==> src/rtl/wds_pkg.sv <==
package wds_pkg;
    localparam int DATA_W = 8;
    localparam int ADDR_W = 3;

    localparam logic [ADDR_W-1:0] A_CTRL = 3'd0;
    localparam logic [ADDR_W-1:0] A_CFGA = 3'd1;
    localparam logic [ADDR_W-1:0] A_CFGB = 3'd2;
    localparam logic [ADDR_W-1:0] A_KEEP = 3'd3;
    localparam logic [ADDR_W-1:0] A_STAT = 3'd4;

    localparam int B_KICK = 2;
    localparam int B_MASK = 3;

    localparam logic [DATA_W-1:0] D_CTRL = 8'h01;
    localparam logic [DATA_W-1:0] D_CFGA = 8'h5A;
    localparam logic [DATA_W-1:0] D_CFGB = 8'hC3;
    localparam logic [DATA_W-1:0] D_KEEP = 8'h00;

    typedef logic [1:0] period_t;

    typedef struct packed {
        logic [DATA_W-1:0] ctrl;
        logic [DATA_W-1:0] cfga;
        logic [DATA_W-1:0] cfgb;
        logic [DATA_W-1:0] keep;
        logic              flag;
        logic [DATA_W-1:0] rdata;
    } bank_t;
endpackage

==> src/rtl/wds_timer.sv <==
module wds_timer #(
    parameter int T1 = 64,
    parameter int T2 = 256,
    parameter int T3 = 1024
) (
    input  logic             clk,
    input  logic             rst_n,
    input  logic             run,
    input  logic             restart,
    input  wds_pkg::period_t period,
    output logic             expire
);
    localparam int CW = $clog2(T3 + 1);

    typedef struct packed {
        logic [CW-1:0] cnt;
    } tm_t;

    tm_t           s_d, s_q;
    logic [CW-1:0] lim;

    always_comb begin
        case (period)
            2'b01:   lim = CW'(T1 - 1);
            2'b10:   lim = CW'(T2 - 1);
            2'b11:   lim = CW'(T3 - 1);
            default: lim = '0;
        endcase
        // a shortened period takes effect at once through >=
        expire = run && !restart && (s_q.cnt >= lim);
        s_d = s_q;
        if (!run || restart || expire) s_d.cnt = '0;
        else                           s_d.cnt = s_q.cnt + 1'b1;
    end

    always_ff @(posedge clk or negedge rst_n) begin
        if (!rst_n) s_q <= '0;
        else        s_q <= s_d;
    end
endmodule

==> src/rtl/wds_irq.sv <==
module wds_irq #(
    parameter int IRQ_LEN = 4
) (
    input  logic clk,
    input  logic rst_n,
    input  logic fire,
    input  logic mask,
    output logic int_n
);
    localparam int LW = $clog2(IRQ_LEN + 1);

    typedef struct packed {
        logic [LW-1:0] left;
    } irq_t;

    irq_t s_d, s_q;

    always_comb begin
        s_d = s_q;
        if (fire && !mask)       s_d.left = LW'(IRQ_LEN);
        else if (s_q.left != '0) s_d.left = s_q.left - 1'b1;
        int_n = (s_q.left == '0);
    end

    always_ff @(posedge clk or negedge rst_n) begin
        if (!rst_n) s_q <= '0;
        else        s_q <= s_d;
    end
endmodule

==> src/rtl/wds_regbank.sv <==
module wds_regbank
    import wds_pkg::*;
(
    input  logic              clk,
    input  logic              rst_n,
    input  logic              wr_en,
    input  logic [ADDR_W-1:0] wr_addr,
    input  logic [DATA_W-1:0] wr_data,
    input  logic              rd_en,
    input  logic [ADDR_W-1:0] rd_addr,
    input  logic              reload,
    input  logic              set_flag,
    input  logic              stat_dflt,
    output logic [DATA_W-1:0] rd_data,
    output period_t           period,
    output logic              mask
);
    bank_t s_d, s_q;

    always_comb begin
        s_d = s_q;
        if (rd_en) begin
            case (rd_addr)
                A_CTRL:  s_d.rdata = s_q.ctrl;
                A_CFGA:  s_d.rdata = s_q.cfga;
                A_CFGB:  s_d.rdata = s_q.cfgb;
                A_KEEP:  s_d.rdata = s_q.keep;
                A_STAT: begin
                    s_d.rdata = {{(DATA_W-2){1'b0}}, s_q.flag, stat_dflt};
                    s_d.flag  = 1'b0;
                end
                default: s_d.rdata = '0;
            endcase
        end
        if (reload) begin
            s_d.ctrl = D_CTRL;
            s_d.cfga = D_CFGA;
            s_d.cfgb = D_CFGB;
        end else if (wr_en) begin
            case (wr_addr)
                A_CTRL: begin
                    s_d.ctrl         = wr_data;
                    s_d.ctrl[B_KICK] = 1'b0;
                end
                A_CFGA:  s_d.cfga = wr_data;
                A_CFGB:  s_d.cfgb = wr_data;
                A_KEEP:  s_d.keep = wr_data;
                default: ;
            endcase
        end
        if (set_flag) s_d.flag = 1'b1;
    end

    always_ff @(posedge clk or negedge rst_n) begin
        if (!rst_n) begin
            s_q.ctrl  <= D_CTRL;
            s_q.cfga  <= D_CFGA;
            s_q.cfgb  <= D_CFGB;
            s_q.keep  <= D_KEEP;
            s_q.flag  <= 1'b1;
            s_q.rdata <= '0;
        end else begin
            s_q <= s_d;
        end
    end

    assign rd_data = s_q.rdata;
    assign period  = s_q.ctrl[1:0];
    assign mask    = s_q.ctrl[B_MASK];
endmodule

==> src/rtl/wds_mode_sup.sv <==
module wds_mode_sup #(
    parameter int T1      = 64,
    parameter int T2      = 256,
    parameter int T3      = 1024,
    parameter int IRQ_LEN = 4
) (
    input  logic       clk,
    input  logic       rst_n,
    input  logic       wr_en,
    input  logic [2:0] wr_addr,
    input  logic [7:0] wr_data,
    input  logic       rd_en,
    input  logic [2:0] rd_addr,
    output logic [7:0] rd_data,
    output logic       charge_dflt_o,
    output logic       int_n_o
);
    import wds_pkg::*;

    typedef struct packed {
        logic host;
    } mode_t;

    mode_t   m_d, m_q;
    period_t period_q;
    logic    mask_q;
    logic    enter, kick, expire, run;

    always_comb begin
        enter = !m_q.host && wr_en;
        kick  = m_q.host && wr_en && (wr_addr == A_CTRL) && wr_data[B_KICK];
        run   = m_q.host && (period_q != 2'b00);
        m_d   = m_q;
        if (expire)     m_d.host = 1'b0;
        else if (enter) m_d.host = 1'b1;
    end

    always_ff @(posedge clk or negedge rst_n) begin
        if (!rst_n) m_q <= '0;
        else        m_q <= m_d;
    end

    wds_timer #(.T1(T1), .T2(T2), .T3(T3)) u_timer (
        .clk     (clk),
        .rst_n   (rst_n),
        .run     (run),
        .restart (enter || kick),
        .period  (period_q),
        .expire  (expire)
    );

    wds_regbank u_bank (
        .clk       (clk),
        .rst_n     (rst_n),
        .wr_en     (wr_en && !expire),
        .wr_addr   (wr_addr),
        .wr_data   (wr_data),
        .rd_en     (rd_en),
        .rd_addr   (rd_addr),
        .reload    (expire),
        .set_flag  (expire),
        .stat_dflt (!m_q.host),
        .rd_data   (rd_data),
        .period    (period_q),
        .mask      (mask_q)
    );

    wds_irq #(.IRQ_LEN(IRQ_LEN)) u_irq (
        .clk   (clk),
        .rst_n (rst_n),
        .fire  (expire),
        .mask  (mask_q),
        .int_n (int_n_o)
    );

    assign charge_dflt_o = !m_q.host;
endmodule

==> config.mk <==
export PLATFORM = sky130hd
export DESIGN_NAME = wds_mode_sup
export DESIGN_NICKNAME = d
export VERILOG_FILES = /design/src/rtl/wds_pkg.sv /design/src/rtl/wds_timer.sv /design/src/rtl/wds_irq.sv /design/src/rtl/wds_regbank.sv /design/src/rtl/wds_mode_sup.sv
export SDC_FILE = /design/constraint.sdc
export NUM_CORES = 1
export LEC_CHECK = 0
export ABC_CLOCK_PERIOD_IN_PS = 4900
export BUFFER_PORTS_ARGS = -buffer_cell sky130_fd_sc_hd__buf_4
export CAP_MARGIN = 10
export CORE_MARGIN = 4
export CORE_UTILIZATION = 34
export DETAILED_ROUTE_END_ITERATION = 8
export SYNTH_ARGS = -nofsm -noshare
export SYNTH_HDL_FRONTEND = slang
export SYNTH_SLANG_ARGS = --single-unit
==> constraint.sdc <==
create_clock -name clk -period 4.9 [get_ports clk]
set_clock_uncertainty 0.15 [all_clocks]
set_input_delay 0.49 -clock clk [delete_from_list [all_inputs] [get_ports clk]]
set_output_delay 0.49 -clock clk [all_outputs]
set_load 0.02 [all_outputs]
==> flow_summary.yaml, run 1 <==
route:
  drt_wl_total_um: 5970
  drcViolationCount: 0
  ant_nets: 0
  routed-via-count: 1959
  first_iter_violations: 126
  wl_per_cell_um: 15.1
  avgViaCountPerCell: 4.95
  first_pass_iters: 4
logic_synthesis:
  syn_nets: 299
  async_flop_share: 1.00
  ys_top_cells_by_area: "dfrtp_1 (39%), dfstp_2 (9.2%), mux2i_1 (8.4%)"
  synth_cell_type_count: 39
  synth_edf_count: 0
  syn_avg_cell_area_um2: 10.4
  synth.top_cell.area_share: 0.395
  ys_ff_latch: 55
  syn_inst: 274
  synth_top_area_cell: "dfrtp_1"
  yosysWarnings: 0
  ys_seq_area_frac: 0.487
  syn_area_um2: 2850
  ys.flop_type: "dfrtp_1"
timing:
  tightest_slew_ps: 897
  fin_setup_tns_ps: 0
  timing.final.crit_period_ps: 2600
  min_period_over_period: 0.530
  setup-violations-final: 0
  slew_viol_final: 0
  rsz0062_at_grt: "false"
  max_slew_margin: 0.399
  holdWs_ps: 65.2
  hold_viol: 0
  timing.fmax_ghz: 0.385
die:
  row_count: 33
  die_y_um: 99.6
  die_area_um2: 9920
  core_um2: 8180
  dieWidth_um: 99.6
  io_pins: 28
  start_util: 0.349
clock_tree:
  cts_root_buf: "clkbuf_8"
  cts.clk_slew.worst_paths_ps: 110
  cts_buffer_depth: 2
  htree_num_levels: 2
  clkLatencyLatePin_ps: 310
  ctsHoldBuffers: 0
  cts_resized: 0
  cts_tree: "done"
  post-cts-setup-buffer-count: 0
  clock_sinks: 55
  cts_inserted_buffers: 5
global_route:
  grt_pass1_wl_um: 10100
  overflow: 0
  grt_usage: 0.128
  grtUsageMet1: 0.167
  busiest_layer: "met2"
  grt_use_met3: 0.0295
  grt_max_degree: 56
  first_global_vias: 1981
  grt_use_met2: 0.211
  grt_antenna_before_repair: 0
place:
  dp_hpwl_um: 4080
  placedCellCount: 388
  port_buffers: 27
  place_congestion: 0.756
final_layout:
  fin_cells: 396
  final_util: 0.387
  layout_common_cells: "dfrtp_1 (45), nor2_1 (36), nand2_1 (34)"
  fillers: 820
  finalNetCount: 315
  drive_above_1_share: 0.199
  diodes: 0
  final_common_cell: "dfrtp_1"
  layout-area-overhead-vs-synth_pct: 10.9
worst_hold_path:
  min_path_type: "input pin to asynchronous set/reset pin"
setup_path:
  slowest_stage: "o211ai_1"
  worstSetupStartpoint: "u_bank.period[0]$_DFFE_PN1P_"
  required_ps: 4920
  max_stage_delay_ps: 760
  end_kind: "register"
  arrival_ps: 2620
  timing_worst_setup_path_type: "register to register"
  cp_cell_sequence: "nand2_1 > ha_1 > a21oi_1 > o21ai_0 > o211ai_1 > o21ai_0"
  cp_num_buf_inv: 0
  crit_path_start_kind: "register"
  crit_family: "compound AO/OA/AOI/OAI gates"
  path_common_cell: "o21ai_0"
  worstReg2RegStart: "u_bank.period[0]$_DFFE_PN1P_"
  crit_fanout: 11
power_and_ir_drop:
  ir_drop_uv: 257
  p_leak_uw: 0.00143
  power.density_nw_per_um2: 476
run_status:
  status: "finished, final reports clean"
job:
  drv_cap: 0
metal layers:
metal	share of wire	vias up
li1	-	959
met1	0.48	966
met2	0.48	28
met3	0.031	6
met4	0.012	0
met5	0	-
stage by stage:
stage	setup slack [ps]	power, uW	cell area [um2]
after floorplan	2880	1130	2850
after global placement	2390	1230	3070
after detailed placement	2290	1250	3070
after CTS	2270	1520	3160
after global routing	2030	1620	3160
final	2300	1500	3160
Yosys cell counts (4+ instances only):
master,count
a21oi_1,8
nand3_1,4
buf_4,11
o21ai_0,5
dfstp_2,10
nor2_1,36
nand2_1,34
ha_1,7
inv_1,20
mux4_2,6
dfrtp_1,45
xor2_1,5
mux2i_1,24
buf_2,4
o22ai_1,15
xnor2_1,5
logic make-up (layout without fill, tap and decap cells):
family | Yosys count | count (layout) | synth area share
flip-flops | 55 | 55 | 0.487
AO/OA/AOI/OAI | 37 | 37 | 0.0900
AND/OR/NAND/NOR | 95 | 95 | 0.155
buffers and inverters | 39 | 56 | 0.0711
XOR/XNOR | 10 | 10 | 0.0307
multiplexers | 31 | 31 | 0.136
adder cells (fa/ha/maj) | 7 | 7 | 0.0307
sequential cells by signal, indices dropped and copies added, names as in the netlist:
signal	count
u_irq.s_q	3
u_bank.mask	1
u_bank.period	2
u_bank.rd_data	8
u_bank.s_q	29
m_q	1
u_timer.s_q	11
power breakdown:
group	leakage (uW)	internal [uW]	switching, uW
combinational	0.000697	230	285
clock	0.0000467	106	163
sequential	0.000687	628	91.9
final timing paths:
path	end	depth (start not counted)	slack [ps]
max in group asynchronous	u_timer.s_q[2]$_DFF_PN0_	1	4060
min in group clk	u_bank.s_q[23]$_DFFE_PN1P_	3	270
min	u_bank.s_q[15]$_DFFE_PN0P_	1	70
max reg2reg	u_irq.s_q[2]$_DFFE_PN0P_	6	2300
max	u_irq.s_q[2]$_DFFE_PN0P_	6	2300
min reg2reg	u_bank.s_q[8]$_DFFE_PN1P_	2	320
cell type report:
cell class	instances	area, um2	share of cell area
multi-input combinational	180	1260	0.398
timing repair buffer	28	210	0.0665
sequential	55	1390	0.439
tap	105	131	0.0416
inverter	20	75.1	0.0237
clock buffer	5	68.8	0.0218
clock inverter	3	27.5	0.00871
Note: power is estimated with default switching activity, not from simulation.
==> run 2: changes to the inputs <==
--- a/config.mk
+++ b/config.mk
@@ -5,7 +5,7 @@
 export SDC_FILE = /design/constraint.sdc
 export NUM_CORES = 1
 export LEC_CHECK = 0
-export ABC_CLOCK_PERIOD_IN_PS = 4900
+export ABC_CLOCK_PERIOD_IN_PS = 2450
 export BUFFER_PORTS_ARGS = -buffer_cell sky130_fd_sc_hd__buf_4
 export CAP_MARGIN = 10
 export CORE_MARGIN = 4
==> constraint.sdc (replaced) <==
create_clock -name clk -period 2.45 [get_ports clk]
set_clock_uncertainty 0.15 [all_clocks]
set_input_delay 0.245 -clock clk [delete_from_list [all_inputs] [get_ports clk]]
set_output_delay 0.245 -clock clk [all_outputs]
set_load 0.02 [all_outputs]
==> run 2 against run 1 <==
Total power increased by 110%. Die area stayed put. Sequential cell count is the same. Register-to-register slack worse by 2100 ps. Non-clock buffer count increased by 4. Hold slack worse by 50 ps. Via count fell by 0.36%. Final cell count grew 1.0%. Critical endpoint is now u_irq.s_q[1]$_DFFE_PN0P_. Core utilization rose by 0.70 points. Global-route usage is 0.17 points higher.
==> flow_summary.yaml, run 2 (synthesized netlist as in run 1, its figures left out) <==
timing:
  timing.fmax_ghz: 0.453
  slew_viol_final: 0
  rsz0062_at_grt: "false"
  timing.final.crit_period_ps: 2210
  min_period_over_period: 0.900
  fin_setup_tns_ps: 0
  max_slew_margin: 0.534
  hold_viol: 0
  setup-violations-final: 0
  finalWorstSetupSlack_ps: 245
  tightest_slew_ps: 700
job:
  drv_cap: 0
die:
  die_area_um2: 9920
  dieWidth_um: 99.6
  core_um2: 8180
  die_y_um: 99.6
  row_count: 33
  io_pins: 28
  start_util: 0.349
final_layout:
  drive_above_1_share: 0.210
  seqCellArea_um2: 1390
  layout_common_cells: "dfrtp_1 (45), nor2_1 (36), nand2_1 (34)"
  fillers: 815
  multiInputGateArea_um2: 1260
  layout-area-overhead-vs-synth_pct: 12.9
  finalNetCount: 319
  diodes: 0
  largest_reg_flops: 29
  final_common_cell: "dfrtp_1"
  top_register: "u_bank.s_q"
clock_tree:
  post-cts-setup-buffer-count: 0
  cts_inserted_buffers: 5
  clkLatencyLatePin_ps: 310
  cts_root_buf: "clkbuf_8"
  htree_num_levels: 2
  cts_tree: "done"
  clock_sinks: 55
  cts_buffer_depth: 2
  cts.clk_slew.worst_paths_ps: 100
power_and_ir_drop:
  total_power_uw: 3100
  power.density_nw_per_um2: 964
  ir_drop_uv: 533
  p_leak_uw: 0.00146
place:
  place_congestion: 0.830
  pre_cts_ws_ps: 165
  dp_hpwl_um: 4170
  port_buffers: 27
route:
  first_pass_iters: 4
  drt_wl_total_um: 5930
  routed-via-count: 1952
  avgViaCountPerCell: 4.88
  wl_per_cell_um: 14.8
  drcViolationCount: 0
  first_iter_violations: 103
  ant_nets: 0
global_route:
  grt_pass1_wl_um: 10100
  grt_antenna_before_repair: 0
  grt_usage: 0.130
  grt_max_degree: 56
  overflow: 0
  first_global_vias: 2002
setup_path:
  crit_fanout: 25
  arrival_ps: 2270
  cp_cell_sequence: "nand2_1 > ha_1 > a21oi_1 > o21ai_1 > o211a_4 > a221oi_1"
  timing_worst_setup_path_type: "register to register"
  slowest_stage: "dfstp_2"
  max_stage_delay_ps: 570
  required_ps: 2520
  crit_path_start_kind: "register"
  end_kind: "register"
run_status:
  status: "finished, final reports clean"
worst_hold_path:
  min_path_type: "input pin to register"
-- run 2: changes by cell type in the layout (fill, tap and decap cells not counted), sizes merged --
cell / change
dlygate4sd3: +1
clkbuf: +1
bufinv: +1
buf: +3
clkinvlp: -1
inv: -2
clkinv: +1
-- run 2: per-stage QoR --
step,cell area [um2],hold WS (ps),util,instances
after CTS,3220,5.61,0.393,400
after global routing,3220,27.8,0.394,400
final,3220,15.1,0.394,400
after detailed placement,3090,197,0.378,391
after global placement,3090,199,0.378,391
after floorplan,2850,-201,-,274
-- run 2: area by class of cell --
class                      count  area share
sequential                    55       0.431
tap                          105      0.0408
inverter                      20      0.0233
timing repair buffer          32      0.0754
clock buffer                   6      0.0257
clock inverter                 2      0.0109
multi-input combinational    180       0.393
-- run 2: final timing paths --
check / start / end / slack, ps / cells after the start
max in group asynchronous: rst_n / u_bank.rd_data[1]$_DFFE_PN0P_ / 1330 / 2
worst max-delay path: u_bank.period[0]$_DFFE_PN1P_ / u_irq.s_q[1]$_DFFE_PN0P_ / 240 / 6
worst max register to register: u_bank.period[0]$_DFFE_PN1P_ / u_irq.s_q[1]$_DFFE_PN0P_ / 240 / 6
worst min register to register: u_bank.s_q[8]$_DFFE_PN1P_ / u_bank.s_q[8]$_DFFE_PN1P_ / 320 / 2
min in group asynchronous: rst_n / u_timer.s_q[4]$_DFF_PN0_ / 370 / 2
worst min-delay path: wr_en / m_q$_DFFE_PN0P_ / 20 / 3
-- run 2: power by group --
group	internal [uW]	leakage [uW]	switching (uW)
clock network	331	0.0000612	294
registers	1260	0.000687	181
logic	469	0.000716	573
total	2060	0.00146	1050
-- run 2: what timing repair did --
action                     4_1_cts  5_1_grt
hold buffers                     1        0
hold endpoints to repair        45        0
gates resized for setup          0        2
setup endpoints to repair        0       10
-- run 2: worst max-delay path, delay by kind of cell (launching register included) --
kind	cells	cell delay (ps)
and+or+nand+nor	1	80
AOI/OAI and AO/OA	4	990
adders and majority gates	1	310
DFF	1	570
-- run 2: layer usage --
layer	GRT usage	vias to the layer above	routed length, um
li1	-	965	-
met1	0.163	952	2770
met2	0.219	29	2830
met3	0.0288	6	248
met4	0.0473	0	85
met5	0	-	0
